===== src/rtl/bank_perm_pkg.sv =====
package bank_perm_pkg;

  typedef enum logic [3:0] {
    CMD_RD_ARRAY    = 4'd0,
    CMD_RD_STATUS   = 4'd1,
    CMD_RD_QUERY    = 4'd2,
    CMD_RD_ID       = 4'd3,
    CMD_PROG_SETUP  = 4'd4,
    CMD_ERASE_SETUP = 4'd5,
    CMD_CONFIRM     = 4'd6,
    CMD_SUSPEND     = 4'd7,
    CMD_RESUME      = 4'd8
  } cmd_e;

  typedef enum logic [2:0] {
    BK_IDLE  = 3'd0,
    BK_PROG  = 3'd1,
    BK_ERASE = 3'd2,
    BK_PSUSP = 3'd3,
    BK_ESUSP = 3'd4
  } bank_st_e;

  localparam int ST_W = 3;

endpackage


===== src/rtl/bank_fsm.sv =====
module bank_fsm
  import bank_perm_pkg::*;
(
  input  logic     clk,
  input  logic     rst_n,
  input  logic     eng_done,
  input  logic     sel,
  input  cmd_e     cmd,
  input  logic     pend_erase,
  output bank_st_e st_q,
  output bank_st_e st_eff
);

  bank_st_e st_d;

  // completion is applied first so a same-cycle command sees the idle bank
  always_comb begin
    st_eff = st_q;
    if (eng_done && (st_q == BK_PROG || st_q == BK_ERASE)) st_eff = BK_IDLE;
  end

  always_comb begin
    st_d = st_eff;
    if (sel) begin
      unique case (cmd)
        CMD_CONFIRM: st_d = pend_erase ? BK_ERASE : BK_PROG;
        CMD_SUSPEND: st_d = (st_eff == BK_ERASE) ? BK_ESUSP : BK_PSUSP;
        CMD_RESUME:  st_d = (st_eff == BK_ESUSP) ? BK_ERASE : BK_PROG;
        default:     st_d = st_eff;
      endcase
    end
  end

  always_ff @(posedge clk) begin
    if (!rst_n) st_q <= BK_IDLE;
    else        st_q <= st_d;
  end

endmodule


===== src/rtl/perm_decode.sv =====
module perm_decode
  import bank_perm_pkg::*;
#(
  parameter int NUM_BANKS = 8,
  localparam int BANK_W = $clog2(NUM_BANKS)
) (
  input  bank_st_e              st [NUM_BANKS],
  input  cmd_e                  cmd,
  input  logic [BANK_W-1:0]     bank,
  input  logic                  special,
  input  logic                  pend_vld,
  input  logic [BANK_W-1:0]     pend_bank,
  input  logic                  spc_mode,
  output logic                  ok
);

  logic [NUM_BANKS-1:0] busy_v, susp_v, psusp_v;
  bank_st_e tgt;
  logic tgt_busy, tgt_susp, par_busy, is_spc, pend_hit, setup_ok;

  for (genvar i = 0; i < NUM_BANKS; i++) begin : g_flags
    assign busy_v[i]  = (st[i] == BK_PROG) || (st[i] == BK_ERASE);
    assign psusp_v[i] = (st[i] == BK_PSUSP);
    assign susp_v[i]  = (st[i] == BK_PSUSP) || (st[i] == BK_ESUSP);
  end

  always_comb begin
    tgt      = st[bank];
    tgt_busy = (tgt == BK_PROG) || (tgt == BK_ERASE);
    tgt_susp = (tgt == BK_PSUSP) || (tgt == BK_ESUSP);
    par_busy = busy_v[0];
    is_spc   = (cmd == CMD_RD_QUERY) || (cmd == CMD_RD_ID) ||
               ((cmd == CMD_RD_ARRAY) && special);
    pend_hit = pend_vld && (pend_bank == bank);
    setup_ok = !(|busy_v) && !pend_vld && (tgt == BK_IDLE) &&
               !((bank == '0) && spc_mode);
    unique case (cmd)
      CMD_RD_ARRAY, CMD_RD_QUERY, CMD_RD_ID:
        ok = !tgt_busy && !pend_hit && !(is_spc && par_busy);
      CMD_RD_STATUS:   ok = 1'b1;
      CMD_PROG_SETUP:  ok = setup_ok && !(|psusp_v);
      CMD_ERASE_SETUP: ok = setup_ok && !(|susp_v);
      CMD_CONFIRM:     ok = pend_hit;
      CMD_SUSPEND:     ok = tgt_busy;
      CMD_RESUME:      ok = tgt_susp && !(|busy_v) && !pend_vld;
      default:         ok = 1'b0;
    endcase
  end

endmodule


===== src/rtl/bank_perm_ctrl.sv =====
module bank_perm_ctrl
  import bank_perm_pkg::*;
#(
  parameter int NUM_BANKS = 8,
  localparam int BANK_W = $clog2(NUM_BANKS)
) (
  input  logic                      clk,
  input  logic                      rst_n,
  input  logic                      cmd_valid,
  input  logic [3:0]                cmd_code,
  input  logic [BANK_W-1:0]         cmd_bank,
  input  logic                      cmd_special,
  input  logic                      eng_done,
  output logic                      resp_valid,
  output logic                      resp_accept,
  output logic [ST_W*NUM_BANKS-1:0] bank_state
);

  cmd_e     cmd;
  bank_st_e st_q   [NUM_BANKS];
  bank_st_e st_eff [NUM_BANKS];
  logic     dec_ok, acc;
  logic     pend_vld, pend_erase, spc_mode;
  logic [BANK_W-1:0] pend_bank;
  logic     is_spc;

  assign cmd    = cmd_e'(cmd_code);
  assign acc    = cmd_valid && dec_ok;
  assign is_spc = (cmd == CMD_RD_QUERY) || (cmd == CMD_RD_ID) ||
                  ((cmd == CMD_RD_ARRAY) && cmd_special);

  for (genvar i = 0; i < NUM_BANKS; i++) begin : g_bank
    bank_fsm u_fsm (
      .clk        (clk),
      .rst_n      (rst_n),
      .eng_done   (eng_done),
      .sel        (acc && (cmd_bank == BANK_W'(i))),
      .cmd        (cmd),
      .pend_erase (pend_erase),
      .st_q       (st_q[i]),
      .st_eff     (st_eff[i])
    );
    assign bank_state[ST_W*i +: ST_W] = st_q[i];
  end

  perm_decode #(.NUM_BANKS(NUM_BANKS)) u_dec (
    .st        (st_eff),
    .cmd       (cmd),
    .bank      (cmd_bank),
    .special   (cmd_special),
    .pend_vld  (pend_vld),
    .pend_bank (pend_bank),
    .spc_mode  (spc_mode),
    .ok        (dec_ok)
  );

  always_ff @(posedge clk) begin
    if (!rst_n) begin
      pend_vld    <= 1'b0;
      pend_erase  <= 1'b0;
      pend_bank   <= '0;
      spc_mode    <= 1'b0;
      resp_valid  <= 1'b0;
      resp_accept <= 1'b0;
    end else begin
      resp_valid  <= cmd_valid;
      resp_accept <= acc;
      if (acc) begin
        if (cmd == CMD_PROG_SETUP || cmd == CMD_ERASE_SETUP) begin
          pend_vld   <= 1'b1;
          pend_erase <= (cmd == CMD_ERASE_SETUP);
          pend_bank  <= cmd_bank;
        end else if (cmd == CMD_CONFIRM) begin
          pend_vld <= 1'b0;
        end
        if (is_spc) spc_mode <= 1'b1;
        else if (cmd == CMD_RD_ARRAY) spc_mode <= 1'b0;
      end
    end
  end

endmodule


===== config.mk =====
export PLATFORM = sky130hd
export DESIGN_NAME = bank_perm_ctrl
export DESIGN_NICKNAME = d
export VERILOG_FILES = /design/src/rtl/bank_perm_pkg.sv /design/src/rtl/bank_fsm.sv /design/src/rtl/perm_decode.sv /design/src/rtl/bank_perm_ctrl.sv
export SDC_FILE = /design/constraint.sdc
export NUM_CORES = 1
export LEC_CHECK = 0
export BUFFER_PORTS_ARGS = -buffer_cell sky130_fd_sc_hd__buf_2
export CORE_MARGIN = 2
export CORE_UTILIZATION = 48
export CTS_CLUSTER_DIAMETER = 200
export DETAILED_ROUTE_END_ITERATION = 8
export GPL_ROUTABILITY_DRIVEN = 1
export PLACE_DENSITY = 0.79
export SYNTH_ARGS = -nofsm -noshare
export SYNTH_HDL_FRONTEND = slang
export SYNTH_SLANG_ARGS = --single-unit

===== constraint.sdc =====
create_clock -name clk -period 3.4 [get_ports clk]
set_input_delay 0.17 -clock clk [delete_from_list [all_inputs] [get_ports clk]]
set_output_delay 0.17 -clock clk [all_outputs]
set_load 0.03 [all_outputs]

# --- Yosys cells after proc, flatten, opt, wreduce, memory -nomap -nowiden ---
# Index checks and enable logic that the tools add are counted.
op_classes:
  n_lt_le_gt_ge: 1
  n_eq_ne: 68
  n_mux: 49
  n_bitwise: 1
  reduce_logical: 79
ops:
  columns: ["cell", "n"]
  rows:
  - ["$eq 3x2->1 const B", 28]
  - ["$mux 3", 26]
  - ["$pmux 3 s3", 8]
  - ["$eq 3x1->1 const B", 18]
  - ["$eq 3x3->1 const B", 13]
  - ["$logic_and 1x1->1", 30]
  - ["$logic_or 1x1->1", 29]
  - ["$reduce_or 8->1", 3]
  - ["$mux 2", 9]
  - ["$eq 4x3->1 const B", 4]
  - ["$bmux 3 s3", 1]
  - ["$eq 4x2->1 const B", 2]
  - ["$logic_not 1->1", 8]
  - ["$pmux 1 s7", 1]
  - ["$logic_not 3->1", 2]
  - ["$reduce_and 2->1", 3]
  - ["$eq 4x1->1 const B", 1]
  - ["$eq 4x4->1 const B", 1]
  - ["$ge 4x4->1 const B", 1]
  - ["$logic_not 4->1", 1]
  - ["$mux 1", 4]
  - ["$not 3->4", 1]
  - ["$reduce_bool 2->1", 2]
  - ["$eq 3x3->1", 1]
  - ["$reduce_or 3->1", 1]
totals:
  ff_bits: 32
  output_inout_bits: 26

# --- Logic depth before layout (Yosys ltp) ---
# Gate-level depths: netlist of run 1.
depth:
  ltp_word: 16
  depth_mapped: 12
  depth_no_buf: 9

# --- Cells and area by module ---
# Synthesis of run 1 repeated with hierarchy kept, for this count alone.
unflattened:
  cells_unflattened: 341
  area_unflattened_um2: 2990.4
modules_own_cells:
  columns: ["module", "instances", "cells_per_inst", "area_each_um2", "seq_area_each_um2"]
  rows:
  - ["bank_fsm", 8, 27, 245.2, 60.1]
  - ["perm_decode", 1, 80, 655.6, 0.0]
  - ["bank_perm_ctrl", 1, 45, 372.9, 160.2]

# --- Least setup slack after synthesis of run 1 ---
# No wires, ideal clock.
synth_timing:
  kind: "flip-flop to flip-flop"
  start: "reg g_bank[0].u_fsm.st_q[1]"
  end: "reg g_bank[0].u_fsm.st_q[0]"
  arrival_time_ps: 2708
  t_required_ps: 3328
  path_slack_ps: 620
  path_stages_with_launch: 12
  n_path_buf: 2
  synth_period_minus_slack_ps: 2780
  cell_sequence: "dfxtp_1 -> buf_2 -> or4b_1 -> o32ai_1 -> nor4_4 -> xor2_1 -> a221oi_2 -> a311oi_2 -> o2111ai_2 -> buf_6 -> nand4_2 -> mux2i_1"
synth_between:
  elab_chain_len: 16
synth_lines:
  columns: ["item", "line", "source"]
  rows:
  - ["from (decl)", "bank_fsm.sv:10", "output bank_st_e st_q,"]
  - ["from (signal assigned)", "bank_fsm.sv:36", "else st_q <= st_d;"]
  - ["$eq 3x1->1 / $eq 3x2->1 (equally long branches)", "bank_fsm.sv:19", "if (eng_done && (st_q == BK_PROG || st_q == BK_ERASE)) st_eff = BK_IDLE;"]
  - ["$logic_or 1x1->1", "bank_fsm.sv:19", null]
  - ["$logic_and 1x1->1", "bank_fsm.sv:19", null]
  - ["$mux 3 (*)", "bank_fsm.sv:19", null]
  - ["$bmux 3 s3 (tied with other cells)", "perm_decode.sv:28", "tgt = st[bank];"]
  - ["$mux 3 (implied by the code) / $logic_or 1x1->1 (equally long branches)", "perm_decode.sv:28, perm_decode.sv:22", null]
  - ["$mux 3 (implied by the code) / $reduce_or 8->1 (equally long branches)", "perm_decode.sv:28, perm_decode.sv:35, perm_decode.sv:45", null]
  - ["$eq 3x1->1 (tied with other cells)", "perm_decode.sv:29", "tgt_busy = (tgt == BK_PROG) || (tgt == BK_ERASE);"]
  - ["$logic_or 1x1->1 / $logic_and 1x1->1 (equally long branches)", "perm_decode.sv:29, perm_decode.sv:35", null]
  - ["$logic_not 1->1 / $logic_and 1x1->1 (equally long branches)", "perm_decode.sv:39, perm_decode.sv:35", null]
  - ["$logic_and 1x1->1 (on tied branches)", "perm_decode.sv:39, perm_decode.sv:35", null]
  - ["$logic_and 1x1->1 (on tied branches)", "perm_decode.sv:39, perm_decode.sv:41, perm_decode.sv:42", null]
  - ["$pmux 1 s7", "perm_decode.sv:37", "unique case (cmd)"]
  - ["$logic_and 1x1->1", "bank_perm_ctrl.sv:28", "assign acc = cmd_valid && dec_ok;"]
  - ["$logic_and 1x1->1", "bank_perm_ctrl.sv:37", ".sel (acc && (cmd_bank == BANK_W'(i))),"]
  - ["$mux 3 (*)", "bank_fsm.sv:24", "if (sel) begin"]
# Mark *: on every way between the ends. The rest lies on a longest branch, timed or not. The select of a mux whose other input is x is not followed.
# A chain may end at the register's enable or synchronous reset.

# --- Final worst setup path of run 1 ---
layout_timing:
  start: "reg g_bank[0].u_fsm.st_q[0]"
  end: "reg g_bank[3].u_fsm.st_q[1]"
layout_between:
  elab_chain_len: 16
layout_lines:
  columns: ["item", "line"]
  rows:
  - ["$eq 3x1->1 / $eq 3x2->1 (equally long branches)", "bank_fsm.sv:19"]
  - ["$logic_or 1x1->1", "bank_fsm.sv:19"]
  - ["$logic_and 1x1->1", "bank_fsm.sv:19"]
  - ["$mux 3 (*)", "bank_fsm.sv:19"]
  - ["$bmux 3 s3 (tied with other cells)", "perm_decode.sv:28"]
  - ["$mux 3 (implied by the code) / $logic_or 1x1->1 (equally long branches)", "perm_decode.sv:28, perm_decode.sv:22"]
  - ["$mux 3 (implied by the code) / $reduce_or 8->1 (equally long branches)", "perm_decode.sv:28, perm_decode.sv:35, perm_decode.sv:45"]
  - ["$eq 3x1->1 (tied with other cells)", "perm_decode.sv:29"]
  - ["$logic_or 1x1->1 / $logic_and 1x1->1 (equally long branches)", "perm_decode.sv:29, perm_decode.sv:35"]
  - ["$logic_not 1->1 / $logic_and 1x1->1 (equally long branches)", "perm_decode.sv:39, perm_decode.sv:35"]
  - ["$logic_and 1x1->1 (on tied branches)", "perm_decode.sv:39, perm_decode.sv:35"]
  - ["$logic_and 1x1->1 (on tied branches)", "perm_decode.sv:39, perm_decode.sv:41, perm_decode.sv:42"]
  - ["$pmux 1 s7 (*)", "perm_decode.sv:37"]
  - ["$logic_and 1x1->1 (*)", "bank_perm_ctrl.sv:28"]
  - ["$logic_and 1x1->1 (*)", "bank_perm_ctrl.sv:37"]
  - ["$mux 3 (*)", "bank_fsm.sv:24"]
  - ["to (signal assigned)", "bank_fsm.sv:36"]
  - ["to (decl)", "bank_fsm.sv:10"]
# Marks and branches as above.

==> metrics.txt, run 1 <==
status=complete, no violations; FFs w/ async S/R, synth=0%; multiplexer area fraction after synthesis=6.063%; Reg clk slew, reported paths=around 70 ps; number of global-route vias before repair=roughly 2.8k; final slew viol count=0; crit path from=g_bank[0].u_fsm.st_q[0]; hold_buf cts=0; worst endpoint required time=3620 ps; Max Cap Viol=0; cell count after placement=468; initial antenna violation count=0; Synth Area in Simple Gates=around 42%; post-synthesis sequential area ratio=between 20 and 25%; largest net degree at the start of global routing=45; Final setup viols=0; GRT Resource Usage Total=around 28%; Setup Buffers After CTS=0; r2r setup slk=roughly 320 ps; Core ar.=slightly below 6000 um2; total grt overflow=0; Netlist cell types=55; class of the worst hold path=in -> reg; die span in y=~83 um; final cell count without fillers=~480; slew of the pin with the lowest slew margin=811.3 ps; Routed WL=between 9 and 10 mm; area fraction of the dominant cell type after synthesis=approximately 22%; synth warn=0; min cycle time layout=between 3000 and 4000 ps; main area contributors after synthesis=dfxtp_1 (22%), mux2i_1 (6.1%), nand2_1 (5.1%); global-route wire length before repair=approximately 14 mm; Port-buffer cells=37; clk_lat worst skew=300 ps; Max FO, Critical Path=11; routed vias/inst=~6.7; Max Clk Rate=about 0.32 GHz; commonest cells in the netlist=nand2_1 (40), dfxtp_1 (32), clkbuf_1 (21); FP Rows=28; net count after synthesis=394; initial core utilization=49.89%; Synth Area in Compound Gates=a little under a fifth; number of flops mapped to enable cells by yosys=0; cells on worst reg2reg path=10; CP startpoint kind=flip-flop; count leader, synth=nand2_1; Crit. End Element=flip-flop; Clock Sinks=32; die width=between 80 and 90 um; final setup TNS=0 ps; ant diodes=0; area grow syn2layout=9.053%; Synth Area in Adders=0%; Mean Syn Cell Area=7.779 um2; type of the worst setup path=reg -> reg; Iteration-0 DRC Markers=388; clock buffer depth=2; GPL Wtd Cong=roughly 0.99; share of cells above drive strength 1=between 10% and 20%; Power Density=roughly 250 nW/um2; First-pass DRT Iterations=5; DRT antenna net count=0; I/O pin total=38; synthesized cell area=between 2000 and 3000 um2; RSZ-0062 raised after global routing=false; synthesized flop and latch total=32; clk root buf=clkbuf_8; Final Cycle Share=around nine tenths; hold_ws=between 150 and 200 ps; cell taking the most area after synthesis=dfxtp_1; static leakage=0.001292 uW; Fin. Hold Viols=0; RR Startpoint=g_bank[0].u_fsm.st_q[0]; CTS tree=built; PostCTS Resize Cnt=0; Main synth FF type=dfxtp_1; # DRC=0; Synth Area in XOR/XNOR=3.537%; main combinational cell family by area after synthesis=simple AND/OR/NAND/NOR gates; Mapped Cells=~380; r2r endpoint=g_bank[3].u_fsm.st_q[1]; total CTS buffers=5; Final nets=roughly 400; number of H-tree levels=2; crit path capture=g_bank[3].u_fsm.st_q[1]; clock skew=approximately 9.3 ps; Max IR drop VDD=~0.14 mV; CP arrival=~3300 ps; vias=around 3.2k; post-DP HPWL=around 6.5 mm; routed length per instance=approximately 20 um; die area=approximately 6800 um2; worst relative slew slack=a little under half
## stage by stage
step	util (%)	total power (uW)	setup slack [ps]	cell area, um2
final	54.41	801.7	317.5	3241
after global routing	54.41	823.1	109.2	3241
after CTS	54.41	797.4	389.6	3241
after detailed placement	53.11	516.2	290.5	3163
after global placement	53.11	514.4	401.3	3163
after floorplan	-	483.2	620.2	2972
## cell type report
type                            count  area (um2)
Fill cell                         579        2715
Multi-Input combinational cell    297        2090
Sequential cell                    32       640.6
Timing Repair Buffer               51       290.3
Tap cell                           75       93.84
Clock buffer                        6       72.57
Inverter                           13       48.80
Clock inverter                      1       5.005
## worst max-delay path: stages, from the launching register on
cell and delay (ps):
dfxtp_1 540, or4b_1 490, o32ai_1 340, nor4_4 150
xor2_1 210, a221oi_2 90, a311oi_2 330, o2111ai_2 270
buf_4 260, nand4_2 120, mux2i_1 210
## metal layers
metal | part of all wire, % | up-vias | track usage (%)
met5 | 0 | - | 0
met4 | 3.4 | 0 | 9.016
met3 | 11 | 37 | 4.457
met2 | 46 | 194 | 45.56
met1 | 40 | 1503 | 37.34
li1 | - | 1460 | -
## state kept, by name, summed over array words and instances, names as in the netlist
name and cells:
resp_valid 1, g_bank.u_fsm.st_q 24, pend_vld 1, pend_bank 3
resp_accept 1, pend_erase 1, spc_mode 1
## worst min-delay path by stage
| stage | start | to | slack [ps] | depth (start not counted) |
|---|---|---|---|---|
| CTS | cmd_valid | resp_accept | 190 | 3 |
| finish | cmd_valid | resp_accept | 200 | 3 |
| global placement | spc_mode | spc_mode | 450 | 2 |
| detailed placement | spc_mode | spc_mode | 470 | 2 |
| global route | cmd_valid | resp_accept | 220 | 3 |
| floorplan | cmd_code[0] | pend_erase | 390 | 2 |
## cells in the final DEF (no fill, tap or decap), drive strengths merged, types with 4 or more instances in the layout
master	synthesis	routed
xnor2	11	11
o22ai	11	11
and2	10	10
o211ai	5	5
inv	13	13
nor2	16	16
nand3b	20	20
o21ai	14	14
nor3b	23	23
a21oi	10	10
or4bb	4	4
or3	7	7
nor2b	10	10
nand3	10	10
nor3	13	13
a31oi	7	7
dfxtp	32	32
clkbuf	22	6
o2bb2ai	8	8
buf	18	51
o221ai	4	4
mux2i	18	18
nand2	40	40
nand4	18	18
nand4b	6	6
## cells by family (layout without fill, tap and decap cells)
| family | Yosys count | count (layout) |
|---|---|---|
| AO/OA/AOI/OAI | 77 | 77 |
| XOR/XNOR | 12 | 12 |
| buffers and inverters | 53 | 71 |
| flip-flops | 32 | 32 |
| multiplexers | 18 | 18 |
| AND/OR/NAND/NOR | 190 | 190 |
## report_power, final
| group | switching (uW) | total, uW | internal (uW) |
|---|---|---|---|
| combinational | 90.8 | 134 | 43.0 |
| sequential | 1.14 | 378 | 377 |
| clock | 151 | 290 | 139 |
Power figures use the tool's default switching activity.
==> run 2: changes to the inputs <==
Settings changed: CORE_MARGIN 2 to 10.
==> metrics.txt, run 2 (synthesized netlist as in run 1, its figures left out) <==
die area=between 9000 and 10000 um2; routed length per instance=just over 20 um; initial core utilization=~50%; total grt overflow=0; worst path cell trace=buf_4 -> or4b_1 -> o32ai_1 -> nor4_4 -> xor2_1 -> a221oi_2 -> a311oi_2 -> o2111ai_2 -> buf_4 -> nand4_2 -> mux2i_1; final slew viol count=0; Setup Buffers After CTS=0; die width=about 99 um; Reg clk slew, reported paths=about 80 ps; Fin. Hold Viols=0; Iteration-0 DRC Markers=556; min cycle time layout=around 3000 ps; commonest non-fill, non-tap cell in the layout=nand2_1; initial antenna violation count=0; share of cells above drive strength 1=around 20%; GRT Resource Usage Total=around a fifth; met2 GRT Util=just under 30%; I/O pin total=38; type of the worst setup path=reg -> reg; Final nets=~410; met3 Use GR=under 10%; Max FO, Critical Path=10; hold_buf cts=0; clock skew=10.54 ps; Biggest register=g_bank.u_fsm.st_q; PostCTS Resize Cnt=0; Max Clk Rate=around 0.33 GHz; die span in y=~99 um; fill count=561; Largest delay share family, worst path=compound AO/OA/AOI/OAI gates; Routed WL=9.933 mm; number of global-route vias before repair=~3.1k; Max Cap Viol=0; FP Rows=28; gr busiest metal=met2; Largest stage delay, worst path=460 ps; class of the worst hold path=in -> reg; final setup TNS=0 ps; worst relative slew slack=a little under half; global-route wire length before repair=~16 mm; most frequent cells in the layout=nand2_1 (40), buf_2 (37), dfxtp_1 (32); Place WS=~340 ps; DRT antenna net count=0; multi-input combinational cell area=~2100 um2; ant diodes=0; clk root buf=clkbuf_8; number of H-tree levels=2; M1 GR Usage=a little over a quarter; largest net degree at the start of global routing=45; CP startpoint kind=flip-flop; static leakage=0.001317 uW; worst endpoint required time=roughly 3600 ps; Final Cycle Share=slightly below 90%; total CTS buffers=5; Core ar.=a little under 6000 um2; Critical path buffers and inverters=2; clk_lat worst skew=approximately 300 ps; First-pass DRT Iterations=6; CP arrival=around 3300 ps; clock buffer depth=2; Reg area=~640 um2; routed vias/inst=approximately 6.8; Crit. End Element=flip-flop; post-DP HPWL=about 7.0 mm; GPL Wtd Cong=slightly below 1; Slowest cell on crit path=or4b_1; max FFs per register=24; crit-path most repeated cell=buf_4; leading registers by flop count=g_bank.u_fsm.st_q (24), pend_bank (3); Max IR drop VDD=0.1380 mV; Util after Layout=55.17%; vias=roughly 3.3k; RSZ-0062 raised after global routing=false; area grow syn2layout=10.57%; Port-buffer cells=37; slew of the pin with the lowest slew margin=a little under 800 ps; final worst-path setup slack=around 370 ps; status=complete, no violations; hold_ws=between 150 and 200 ps; # DRC=0; Final setup viols=0; CTS tree=built; Power Density=around 270 nW/um2; Clock Sinks=32
-- run 2: changes by cell type in the layout (fill, tap and decap cells not counted), sizes merged --
| cell | before | now |
|---|---|---|
| buf | 51 | 53 |
| bufinv | 0 | 1 |
-- run 2: path summary, 6_finish.rpt --
kind | start | endpoint | slack (ps) | cells past startpoint
setup / recovery | g_bank[0].u_fsm.st_q[0] | g_bank[1].u_fsm.st_q[1] | 370 | 11
hold / removal | cmd_valid | resp_accept | 200 | 3
setup reg to reg | g_bank[0].u_fsm.st_q[0] | g_bank[1].u_fsm.st_q[1] | 370 | 11
hold reg to reg | spc_mode | spc_mode | 460 | 2
-- run 2: worst reg2reg max path, cell delays in order, from the launching register on --
cell and delay (ps):
dfxtp_1 370, buf_4 200, or4b_1 460, o32ai_1 310
nor4_4 140, xor2_1 190, a221oi_2 90, a311oi_2 330
o2111ai_2 280, buf_4 270, nand4_2 120, mux2i_1 210
-- run 2: stage by stage --
| stage | std cells | total power (uW) | cell area (um2) |
|---|---|---|---|
| floorplan | 382 | 483.2 | 2972 |
| global placement | 470 | 515.2 | 3178 |
| detailed placement | 470 | 516.9 | 3178 |
| CTS | 478 | 884.2 | 3286 |
| global route | 478 | 916.4 | 3286 |
| finish | 478 | 893.4 | 3286 |
-- run 2: routing by layer --
layer | up-vias | wire length [um] | part of all wire [%]
met5 | - | 0 | 0
met3 | 56 | 1309 | 13
li1 | 1457 | - | -
met2 | 257 | 4377 | 44
met1 | 1492 | 3822 | 38
met4 | 0 | 423 | 4.3
-- run 2: final cells by class --
class | instances | share of cell area, %
inverter | 13 | 1.485
clock inverter | 2 | 1.066
tap | 75 | 2.856
clock buffer | 6 | 2.209
sequential | 32 | 19.50
timing repair buffer | 53 | 9.292
multi-input combinational | 297 | 63.59
-- run 2: power breakdown --
group	total, uW	internal, uW	switching (uW)	leakage [uW]
registers	378	377	1.04	0.000258
clock network	380	218	162	0.0000552
logic	136	43.0	92.7	0.00100
total	893	637	256	0.00132
==> run 3: changes to the inputs <==
Settings changed: CTS_BUF_LIST set to sky130_fd_sc_hd__clkbuf_4, SETUP_SLACK_MARGIN set to 0.15.
==> metrics.txt, run 3 (synthesized netlist as in run 1, its figures left out) <==
status=complete, no violations; commonest non-fill, non-tap cell in the layout=nand2_1; worst relative slew slack=48.70%; Final setup viols=0; initial antenna violation count=0; largest net degree at the start of global routing=45; post-DP HPWL=roughly 7.0 mm; die span in y=just under 100 um; Port-buffer cells=37; most frequent cells in the layout=nand2_1 (40), buf_2 (37), dfxtp_1 (32); Util after Layout=54.71%; Max IR drop VDD=~0.14 mV; initial core utilization=about half; GPL Wtd Cong=0.9898; Reg clk slew, reported paths=roughly 110 ps; routed length per instance=around 21 um; DRT antenna net count=0; r2r setup slk=about 360 ps; vias=approximately 3.3k; Clock Sinks=32; final setup TNS=0 ps; die area=9738 um2; CTS tree=built; CP arrival=between 3000 and 4000 ps; Max Clk Rate=between 0.3 and 0.4 GHz; FP Rows=28; Largest delay share family, worst path=compound AO/OA/AOI/OAI gates; final worst-path setup slack=362.6 ps; clock skew=17.42 ps; ant diodes=0; Core ar.=5956 um2; total CTS buffers=5; cell count after placement=470; clk root buf=clkbuf_4; clk_lat worst skew=360 ps; final slew viol count=0; PostCTS Resize Cnt=0; min cycle time layout=around 3000 ps; Routed WL=roughly 9.9 mm; CP startpoint kind=flip-flop; slew of the pin with the lowest slew margin=roughly 770 ps; class of the worst hold path=in -> reg; worst path cell trace=or4b_1 -> o32ai_1 -> nor4_4 -> xor2_1 -> a221oi_2 -> a311oi_2 -> o2111ai_2 -> buf_4 -> nand4_2 -> mux2i_1; worst endpoint required time=3690 ps; Slowest cell on crit path=dfxtp_1; Critical path buffers and inverters=1; Setup Buffers After CTS=0; I/O pin total=38; hold_ws=roughly 140 ps; number of H-tree levels=2; GRT Resource Usage Total=between 10% and 20%; share of cells above drive strength 1=around a fifth; Fin. Hold Viols=0; fill count=approximately 570; RSZ-0062 raised after global routing=false; Power Density=around 250 nW/um2; Final nets=around 410; Largest stage delay, worst path=530 ps; static leakage=~0.0013 uW; Biggest register=g_bank.u_fsm.st_q; total grt overflow=0; Max Cap Viol=0; Iteration-0 DRC Markers=516; # DRC=0; final cell count without fillers=around 480; number of global-route vias before repair=around 3.1k; max FFs per register=24; routed vias/inst=between 6 and 7; Place WS=between 300 and 400 ps; area grow syn2layout=9.642%; die width=between 90 and 100 um; leading registers by flop count=g_bank.u_fsm.st_q (24), pend_bank (3); hold_buf cts=0; clock buffer depth=2; global-route wire length before repair=roughly 16 mm; Max FO, Critical Path=10; Final Cycle Share=between 80% and 90%; Crit. End Element=flip-flop; type of the worst setup path=reg -> reg; First-pass DRT Iterations=8
run 3: cell counts in the layout (fill, tap and decap cells not counted):
Identical to the previous run, type by type.
run 3: per-layer routing:
layer	track usage (%)	part of all wire, %	wire (um)	vias up
li1	-	-	-	1460
met1	26.01	39	3816	1520
met2	29.40	44	4334	272
met3	5.377	13	1297	56
met4	9.923	4.5	448	0
met5	0	0	0	-
run 3: cell type report:
class / instances / area, um2 / share of cell area, %
clock buffers: 6 / 45.04 / 1.382
clock inverters: 2 / 35.03 / 1.075
inverters: 13 / 48.80 / 1.498
multi-input cells: 297 / 2090 / 64.13
flip-flops and latches: 32 / 640.6 / 19.66
well taps: 75 / 93.84 / 2.880
repair buffers: 53 / 305.3 / 9.370
run 3: worst register-to-register path, cell delays in order, from the launching register on:
cell       delay [ps]
dfxtp_1           530
or4b_1            490
o32ai_1           310
nor4_4            150
xor2_1            220
a221oi_2           90
a311oi_2          320
o2111ai_2         270
buf_4             270
nand4_2           120
mux2i_1           210
run 3: final timing paths:
check / from / depth (start not counted) / end
setup / recovery: g_bank[0].u_fsm.st_q[1] / 10 / g_bank[7].u_fsm.st_q[1]
hold / removal: cmd_valid / 3 / resp_accept
setup reg to reg: g_bank[0].u_fsm.st_q[1] / 10 / g_bank[7].u_fsm.st_q[1]
hold reg to reg: spc_mode / 2 / spc_mode
run 3: power by group:
part           total [uW]  switching (uW)  leakage [uW]  internal, uW
sequential            378            1.03      0.000258           377
combinational         135            92.5       0.00100          43.0
clock                 313             151     0.0000456           162
total                 826             244       0.00131           582
run 3: per-stage QoR:
step | cell area (um2) | power [uW]
after floorplan | 2972 | 483.2
after global placement | 3178 | 515.2
after detailed placement | 3178 | 516.9
after CTS | 3258 | 821.0
after global routing | 3258 | 853.4
final | 3258 | 826.2
